===== src/rtl/chsw_pkg.sv =====
package chsw_pkg;
    typedef enum logic [2:0] {
        ST_IDLE,
        ST_ADDR,
        ST_AACK,
        ST_WDATA,
        ST_WACK,
        ST_RDATA,
        ST_RACK,
        ST_SKIP
    } chsw_state_e;

    localparam int BYTE_W = 8;
endpackage


===== src/rtl/chsw_sync.sv =====
module chsw_sync (
    input  logic clk,
    input  logic rst_n,
    input  logic scl_i,
    input  logic sda_i,
    output logic sda_s_o,
    output logic scl_rise_o,
    output logic scl_fall_o,
    output logic start_o,
    output logic stop_o
);
    logic [1:0] scl_ff, sda_ff;
    logic       scl_p, sda_p;

    always_ff @(posedge clk or negedge rst_n) begin
        if (!rst_n) begin
            scl_ff <= 2'b11;
            sda_ff <= 2'b11;
            scl_p  <= 1'b1;
            sda_p  <= 1'b1;
        end else begin
            scl_ff <= {scl_ff[0], scl_i};
            sda_ff <= {sda_ff[0], sda_i};
            scl_p  <= scl_ff[1];
            sda_p  <= sda_ff[1];
        end
    end

    assign sda_s_o    = sda_ff[1];
    assign scl_rise_o = scl_ff[1] & ~scl_p;
    assign scl_fall_o = ~scl_ff[1] & scl_p;
    assign start_o    = scl_ff[1] & scl_p & sda_p & ~sda_ff[1];
    assign stop_o     = scl_ff[1] & scl_p & ~sda_p & sda_ff[1];
endmodule


===== src/rtl/chsw_engine.sv =====
module chsw_engine
    import chsw_pkg::*;
#(
    parameter logic [6:0] OWN_ADDR = 7'h70
) (
    input  logic              clk,
    input  logic              rst_n,
    input  logic              sda_s,
    input  logic              scl_rise,
    input  logic              scl_fall,
    input  logic              start_ev,
    input  logic              stop_ev,
    output logic [BYTE_W-1:0] ctrl_o,
    output logic              sda_own_o,
    output logic              commit_o,
    output logic              reject_o
);
    chsw_state_e       state_q, state_d;
    logic [BYTE_W-1:0] shift_q, shadow_q, rd_q;
    logic [3:0]        bit_q;
    logic [1:0]        nbytes_q;
    logic              wr_q, rw_q, more_q;
    logic              addr_hit;

    assign addr_hit = (shift_q[7:1] == OWN_ADDR);

    // State register
    always_ff @(posedge clk or negedge rst_n) begin
        if (!rst_n) state_q <= ST_IDLE;
        else        state_q <= state_d;
    end

    // Next state
    always_comb begin
        state_d = state_q;
        if (start_ev) begin
            state_d = ST_ADDR;
        end else if (stop_ev) begin
            state_d = ST_IDLE;
        end else begin
            unique case (state_q)
                ST_IDLE:  state_d = ST_IDLE;
                ST_ADDR:  if (scl_fall && bit_q == 4'd8)
                              state_d = addr_hit ? ST_AACK : ST_SKIP;
                ST_AACK:  if (scl_fall) state_d = rw_q ? ST_RDATA : ST_WDATA;
                ST_WDATA: if (scl_fall && bit_q == 4'd8) state_d = ST_WACK;
                ST_WACK:  if (scl_fall) state_d = ST_WDATA;
                ST_RDATA: if (scl_fall && bit_q == 4'd7) state_d = ST_RACK;
                ST_RACK:  if (scl_fall) state_d = more_q ? ST_RDATA : ST_SKIP;
                ST_SKIP:  state_d = ST_SKIP;
                default:  state_d = ST_IDLE;
            endcase
        end
    end

    // Datapath and outputs
    always_ff @(posedge clk or negedge rst_n) begin
        if (!rst_n) begin
            ctrl_o    <= '0;
            shift_q   <= '0;
            shadow_q  <= '0;
            rd_q      <= '0;
            bit_q     <= '0;
            nbytes_q  <= '0;
            wr_q      <= 1'b0;
            rw_q      <= 1'b0;
            more_q    <= 1'b0;
            sda_own_o <= 1'b0;
            commit_o  <= 1'b0;
            reject_o  <= 1'b0;
        end else begin
            commit_o <= 1'b0;
            reject_o <= 1'b0;
            if (start_ev) begin
                bit_q     <= '0;
                nbytes_q  <= '0;
                wr_q      <= 1'b0;
                sda_own_o <= 1'b0;
            end else if (stop_ev) begin
                sda_own_o <= 1'b0;
                wr_q      <= 1'b0;
                if (wr_q) begin
                    if (nbytes_q == 2'd1) begin
                        ctrl_o   <= shadow_q;
                        commit_o <= 1'b1;
                    end else begin
                        reject_o <= 1'b1;
                    end
                end
            end else begin
                case (state_q)
                    ST_ADDR: begin
                        if (scl_rise) begin
                            shift_q <= {shift_q[6:0], sda_s};
                            bit_q   <= bit_q + 4'd1;
                        end else if (scl_fall && bit_q == 4'd8 && addr_hit) begin
                            sda_own_o <= 1'b1;
                            rw_q      <= shift_q[0];
                        end
                    end
                    ST_AACK: begin
                        if (scl_fall) begin
                            bit_q <= '0;
                            if (rw_q) begin
                                rd_q      <= ctrl_o;
                                sda_own_o <= ~ctrl_o[7];
                            end else begin
                                sda_own_o <= 1'b0;
                                wr_q      <= 1'b1;
                            end
                        end
                    end
                    ST_WDATA: begin
                        if (scl_rise) begin
                            shift_q <= {shift_q[6:0], sda_s};
                            bit_q   <= bit_q + 4'd1;
                        end else if (scl_fall && bit_q == 4'd8) begin
                            if (nbytes_q == 2'd0) begin
                                shadow_q  <= shift_q;
                                sda_own_o <= 1'b1;
                            end
                            if (nbytes_q != 2'd2) nbytes_q <= nbytes_q + 2'd1;
                        end
                    end
                    ST_WACK: begin
                        if (scl_fall) begin
                            sda_own_o <= 1'b0;
                            bit_q     <= '0;
                        end
                    end
                    ST_RDATA: begin
                        if (scl_fall) begin
                            if (bit_q == 4'd7) begin
                                sda_own_o <= 1'b0;
                            end else begin
                                bit_q     <= bit_q + 4'd1;
                                rd_q      <= {rd_q[6:0], 1'b0};
                                sda_own_o <= ~rd_q[6];
                            end
                        end
                    end
                    ST_RACK: begin
                        if (scl_rise) begin
                            more_q <= ~sda_s;
                        end else if (scl_fall && more_q) begin
                            bit_q     <= '0;
                            rd_q      <= ctrl_o;
                            sda_own_o <= ~ctrl_o[7];
                        end
                    end
                    default: ;
                endcase
            end
        end
    end

    p_ctrl_only_on_commit_r1: assert property (@(posedge clk) disable iff (!rst_n)
        !$stable(ctrl_o) |-> commit_o);
    p_pulse_exclusive_r1: assert property (@(posedge clk) disable iff (!rst_n)
        $onehot0({commit_o, reject_o}));
    p_reject_keeps_ctrl_r4: assert property (@(posedge clk) disable iff (!rst_n)
        reject_o |-> $stable(ctrl_o));
    p_stop_to_idle_r9: assert property (@(posedge clk) disable iff (!rst_n)
        stop_ev && !start_ev |=> state_q == ST_IDLE);
    p_start_to_addr_r9: assert property (@(posedge clk) disable iff (!rst_n)
        start_ev |=> state_q == ST_ADDR && bit_q == 4'd0);
    p_skip_silent_r7: assert property (@(posedge clk) disable iff (!rst_n)
        state_q == ST_SKIP |-> !sda_own_o);
endmodule


===== src/rtl/chsw_gate.sv =====
module chsw_gate #(
    parameter int CH_COUNT = 4
) (
    input  logic                clk,
    input  logic                rst_n,
    input  logic [7:0]          ctrl_i,
    input  logic                scl_i,
    input  logic                sda_i,
    input  logic                own_pull_i,
    input  logic [CH_COUNT-1:0] ch_sda_ret_i,
    output logic [CH_COUNT-1:0] ch_scl_pull_o,
    output logic [CH_COUNT-1:0] ch_sda_pull_o,
    output logic                sda_pull_o
);
    logic [CH_COUNT-1:0] ret_low;

    for (genvar i = 0; i < CH_COUNT; i++) begin : g_ch
        assign ch_scl_pull_o[i] = ctrl_i[i] & ~scl_i;
        assign ch_sda_pull_o[i] = ctrl_i[i] & ~sda_i;
        assign ret_low[i]       = ctrl_i[i] & ~ch_sda_ret_i[i];
    end

    assign sda_pull_o = own_pull_i | (|ret_low);

    p_released_when_quiet_r8: assert property (@(posedge clk) disable iff (!rst_n)
        (!own_pull_i && (&ch_sda_ret_i)) |-> !sda_pull_o);
    p_disabled_no_drive_r2: assert property (@(posedge clk) disable iff (!rst_n)
        (ctrl_i[CH_COUNT-1:0] == '0) |-> (ch_scl_pull_o == '0 && ch_sda_pull_o == '0));
endmodule


===== src/rtl/i2c_chan_switch.sv =====
module i2c_chan_switch #(
    parameter int         CH_COUNT = 4,
    parameter logic [6:0] OWN_ADDR = 7'h70
) (
    input  logic                clk,
    input  logic                rst_n,
    input  logic                scl_i,
    input  logic                sda_i,
    output logic                sda_pull_o,
    output logic [CH_COUNT-1:0] ch_scl_pull_o,
    output logic [CH_COUNT-1:0] ch_sda_pull_o,
    input  logic [CH_COUNT-1:0] ch_sda_ret_i,
    output logic [7:0]          ctrl_o,
    output logic                commit_o,
    output logic                reject_o
);
    logic sda_s, scl_rise, scl_fall, start_ev, stop_ev, sda_own;

    chsw_sync u_sync (
        .clk        (clk),
        .rst_n      (rst_n),
        .scl_i      (scl_i),
        .sda_i      (sda_i),
        .sda_s_o    (sda_s),
        .scl_rise_o (scl_rise),
        .scl_fall_o (scl_fall),
        .start_o    (start_ev),
        .stop_o     (stop_ev)
    );

    chsw_engine #(.OWN_ADDR(OWN_ADDR)) u_engine (
        .clk       (clk),
        .rst_n     (rst_n),
        .sda_s     (sda_s),
        .scl_rise  (scl_rise),
        .scl_fall  (scl_fall),
        .start_ev  (start_ev),
        .stop_ev   (stop_ev),
        .ctrl_o    (ctrl_o),
        .sda_own_o (sda_own),
        .commit_o  (commit_o),
        .reject_o  (reject_o)
    );

    chsw_gate #(.CH_COUNT(CH_COUNT)) u_gate (
        .clk           (clk),
        .rst_n         (rst_n),
        .ctrl_i        (ctrl_o),
        .scl_i         (scl_i),
        .sda_i         (sda_i),
        .own_pull_i    (sda_own),
        .ch_sda_ret_i  (ch_sda_ret_i),
        .ch_scl_pull_o (ch_scl_pull_o),
        .ch_sda_pull_o (ch_sda_pull_o),
        .sda_pull_o    (sda_pull_o)
    );
endmodule


===== config.mk =====
export PLATFORM = sky130hd
export DESIGN_NAME = i2c_chan_switch
export DESIGN_NICKNAME = d
export VERILOG_FILES = /design/src/rtl/chsw_pkg.sv /design/src/rtl/chsw_sync.sv /design/src/rtl/chsw_engine.sv /design/src/rtl/chsw_gate.sv /design/src/rtl/i2c_chan_switch.sv
export SDC_FILE = /design/constraint.sdc
export NUM_CORES = 1
export LEC_CHECK = 0
export ABC_CLOCK_PERIOD_IN_PS = 5000
export BUFFER_PORTS_ARGS = -buffer_cell sky130_fd_sc_hd__buf_2
export CAP_MARGIN = 40
export CORE_AREA = 2 2 84 86
export DETAILED_ROUTE_END_ITERATION = 6
export DIE_AREA = 0 0 86 88
export GPL_TIMING_DRIVEN = 0
export HOLD_SLACK_MARGIN = 0.15
export PLACE_DENSITY = 0.65
export SYNTH_ARGS = -nofsm -noshare
export SYNTH_HDL_FRONTEND = slang
export SYNTH_SLANG_ARGS = --single-unit

===== constraint.sdc =====
create_clock -name clk -period 5 [get_ports clk]
set_clock_uncertainty 0.2 [all_clocks]
set_input_delay 0.75 -clock clk [delete_from_list [all_inputs] [get_ports clk]]
set_output_delay 0.75 -clock clk [all_outputs]
set_load 0.03 [all_outputs]

# == After elaboration in Yosys (flattened, before gate mapping) ==
# Cells that the tools add are included.
# word_totals
regBits,52
inputBits,8
# op_classes
n_addsub,2
n_eq_ne,40
mux,62
bitwise,35
n_reduce_logical,28
# ops
operator,n
7-bit 2-to-1 mux,6
"4-bit by 3-bit inequality test with 1-bit output, second input constant",10
4-bit 2-to-1 mux,8
3-bit 2-to-1 mux,10
1-bit 2-to-1 mux,27
3-bit one-hot mux with 8 select lines,1
7-bit one-hot mux with 3 select lines,1
1-bit bitwise AND,19
4-bit one-hot mux with 4 select lines,1
1-bit inverter,15
2-bit 2-to-1 mux,7
"3-bit == test, second input constant",4
"4-bit inequality test, second input constant",3
4-bit AND reduction,3
6-bit AND reduction,2
11-bit AND reduction,1
"2-bit by 1-bit inequality test with 1-bit output, second input constant",5
5-bit AND reduction,2
"3-bit inequality test, second input constant",3
9-bit AND reduction,1
3-bit nonzero test,3
"2-bit inequality test, second input constant",4
8-bit AND reduction,1
8-bit nonzero test,1
other kinds (20),29

# == Longest topological paths before layout ==
# logic_depth
word_depth,9
depth_mapped,8

# == By module ==
# Synthesis repeated with hierarchy kept, for this count alone.
# unflattened
hier_cells,240
hier_area_um2,2655.0
# modules_own_cells
mod,instances,cells_per_inst,area_each_um2
chsw_engine,1,215,2398.6
chsw_sync,1,10,190.2
chsw_gate,1,15,66.3

# == Worst setup path before layout ==
# OpenSTA, ideal clock, no wires.
# synth_timing
kind,in2out
from,input ch_sda_ret_i[2]
to,output sda_pull_o
arrival_ns,1.266
path_slack_ns,2.784
path_stages,3
n_path_buf,0
cell_sequence,inv_1 -> a221oi_1 -> nand2_1
# synth_via
elab_chain_cells,4
# synth_rtl
element,line_no,text
"start, declared",i2c_chan_switch.sv:12,"input logic [CH_COUNT-1:0] ch_sda_ret_i,"
1-bit inverter,chsw_gate.sv:20,assign ret_low[i] = ctrl_i[i] & ~ch_sda_ret_i[i];
1-bit bitwise AND,chsw_gate.sv:20,
4-bit OR reduction,chsw_gate.sv:23,assign sda_pull_o = own_pull_i | (|ret_low);
1-bit bitwise OR,chsw_gate.sv:23,
"end, declared",i2c_chan_switch.sv:9,"output logic sda_pull_o,"
# No other way between the ends.

# == Final worst setup path ==
# layout_timing
from,register u_engine.ctrl_o[0]
to,output sda_pull_o
# layout_via
elab_chain_cells,3
# layout_rtl
element,line_no,text
"start, declared",chsw_engine.sv:13,"output logic [BYTE_W-1:0] ctrl_o,"
"start signal, assigned",chsw_engine.sv:84,ctrl_o <= shadow_q;
1-bit bitwise AND,chsw_gate.sv:20,
4-bit OR reduction,chsw_gate.sv:23,
1-bit bitwise OR,chsw_gate.sv:23,
# No other way between the ends.

==> impl_metrics.csv <==
group,metric,value,unit
timing,maxSlewViolCount,0,
cts,insertion_delay,0.31,ns
cts,cts_max_path_buffers,2,
layout,final_nets,283,
timing,setup_tns,0,ns
worst_setup_path,crit_chain,"inv_1, o22ai_1, a221oi_1, nand2_1, buf_2",
synth,yosys_warnings,0,
die,fp.dieH,88,um
synth,yosysSeqAreaShare,50.48,%
worst_setup_path,critPathKind,"register to output pin",
synth,syn_inst,236,
detailed_routing,finalWirelength,5267,um
synth,netlist_area,2592,um2
cts,hold_buffers,0,
cts,clock-sinks,52,
worst_setup_path,end_kind,"output pin",
worst_setup_path,slowest_delay,0.42,ns
pwr,peakVddDrop,0.2069,mV
worst_setup_path,crit_required,4.05,ns
cts,cts_tree,"done",
detailed_routing,first_pass_iters,4,
pwr,power_density,464.1,nW/um2
place,gp_congestion,0.8949,
die,dieArea,7568,um2
synth,synth_cell_types,51,
detailed_routing,vias,1828,
outcome,status,"complete, no violations",
global_route,antenna_found_initial,0,
layout,area_growth,13.95,%
layout,diodes,0,
global_route,gr-usage-all-layers,15.32,%
worst_setup_path,start_kind,"register",
timing,worstMarginPinSlew,0.5083,ns
synth,ys_ff_latch,52,
die,core.rowCount,30,
detailed_routing,drc,0,
cts,clkSlewWorstSetupHoldPaths,0.10,ns
worst_setup_path,crit_arrival,1.39,ns
die,ios,27,
die,start_util,39.02,%
place,port-buffer-count,26,
layout,drive_gt1_share,30.63,%
global_route,grt_pass1_wl,8976,um
cts,cts_inserted_buffers,5,
timing,hold_viol_final,0,
synth,synth-async-reset-ratio,100.0,%
synth,synth_edf_count,0,
detailed_routing,wl_per_cell,15.01,um
cts,postCtsSetupBuffers,0,
hold_path,hold_class,"input pin to asynchronous set/reset pin",
pwr,leakagePower,1.448,nW
synth,syn_nets,249,
timing,slew-limit-headroom,66.04,%
worst_setup_path,cp_num_buf_inv,2,
global_route,grt_max_degree,37,
detailed_routing,postRouteAntennaNets,0,
layout,design_area,2954,um2
worst_setup_path,cp_max_fo,4,
synth,avgSynthCellArea,10.99,um2
global_route,grt_overflow,0,
worst_setup_path,cp_top_family,"flip-flops",
detailed_routing,drt_iter0_markers,174,
worst_setup_path,cp_slowest_cell,"dfrtp_1",
place,hpwl,3786,um
cts,cts_htree_levels,2,
timing,finalCriticalPeriod,2.343,ns
timing,fmax,426.9,MHz
flow_run,maxCapViolations,0,
die,core_area,6644,um2
die,die_w,86,um
place,place_area,2843,um2
detailed_routing,via_per_inst,5.208,
cts,clockRootBuffer,"clkbuf_8",
synth,dominantRegCellSynth,"dfrtp_1",
timing,fin_crit_sh,46.85,%
cts,cts.repair.resized,0,
timing,rsz0062_at_grt,"no",
global_route,first_global_vias,1804,
timing,setup_viol,0,
flip-flops by register name, summed over array words and instances (netlist names), 2 cells and up:
name and count:
u_engine.ctrl_o 8, u_engine.bit_q 4, u_engine.nbytes_q 2, u_engine.state_q 3, u_sync.sda_ff 2, u_sync.scl_ff 2
u_engine.rd_q 7, u_engine.shadow_q 8, u_engine.shift_q 8
Yosys cell counts, types with 3 or more instances:
cell       n  area [um2]
nand2_1   16       60.06
dfrtp_1   46        1151
a21oi_1   11       55.05
nor3_1     5       25.02
nor2_1    17       63.81
inv_1     14       52.55
nand2b_1   6       37.54
a31oi_1    4       25.02
buf_4      6       45.04
ha_1       5       62.56
mux2_2    25       281.5
dfstp_2    6       157.7
mux2i_1   10       100.1
nor2b_1   10       62.56
o21ai_0    7       35.03
o21ai_1    3       15.01
nand4_1    4       25.02
per-stage QoR:
stage	std cells	hold slack [ns]	power [mW]	setup WS (ns)	util, %
after floorplan	236	0.1452	0.9528	2.784	-
after global placement	342	0.1472	1.060	2.676	42.49
after detailed placement	343	0.1478	1.073	2.666	42.79
after CTS	351	0.1577	1.369	2.651	44.46
after global routing	351	0.1641	1.462	2.548	44.46
final	351	0.1438	1.371	2.657	44.46
logic make-up after synthesis:
logic type / count (synthesis) / share of synthesized area [%]
simple gates: 77 / 16.51
flops: 52 / 50.48
compound gates: 42 / 10.71
mux: 35 / 14.72
buf+inv: 22 / 4.102
fa+ha+maj: 6 / 2.799
xor+xnor: 2 / 0.6758
power breakdown:
group	internal, mW	switching [mW]	leakage [nW]
logic	0.225	0.290	0.714
clock network	0.151	0.147	0.0558
registers	0.496	0.0611	0.678
final timing paths:
kind                               startpoint                 end  slack [ns]  cells after the start
max                        u_engine.ctrl_o[0]          sda_pull_o        2.66                      5
min                                     rst_n   u_engine.commit_o        0.14                      1
max reg2reg                  u_sync.sda_ff[1]  u_engine.ctrl_o[2]        2.97                      4
min reg2reg                  u_sync.sda_ff[0]    u_sync.sda_ff[1]        0.16                      0
max in group asynchronous               rst_n  u_engine.ctrl_o[7]        3.93                      2
min in group clk             u_sync.sda_ff[0]    u_sync.sda_ff[1]        0.16                      0
cell usage in the layout, fill, tap and decap left out, types with 5 or more instances in the layout:
cell type / n
dfrtp_1: 46
buf_2: 27
mux2_2: 25
nor2_1: 17
nand2_1: 16
inv_1: 14
a21oi_1: 11
nor2b_1: 10
mux2i_1: 10
o21ai_0: 7
buf_4: 6
nand2b_1: 6
dfstp_2: 6
nor3_1: 5
ha_1: 5
clkbuf_8: 5
layout make-up:
type                    instances  area (um2)
fillers                       624        3690
flip-flops and latches         52        1309
multi-input cells             162        1177
repair buffers                 27       150.1
well taps                      80       100.1
clock buffers                   6       72.57
inverters                      15       56.30
plain buffers                   7       50.05
clock inverters                 2       38.79
layer usage:
layer | up-vias | track usage, % | wire, um
li1 | 888 | - | -
met1 | 898 | 22.24 | 2620
met2 | 35 | 22.83 | 2383
met3 | 7 | 3.676 | 202
met4 | 0 | 4.473 | 60
met5 | - | 0 | 0
(Power assumes the default switching activity.)
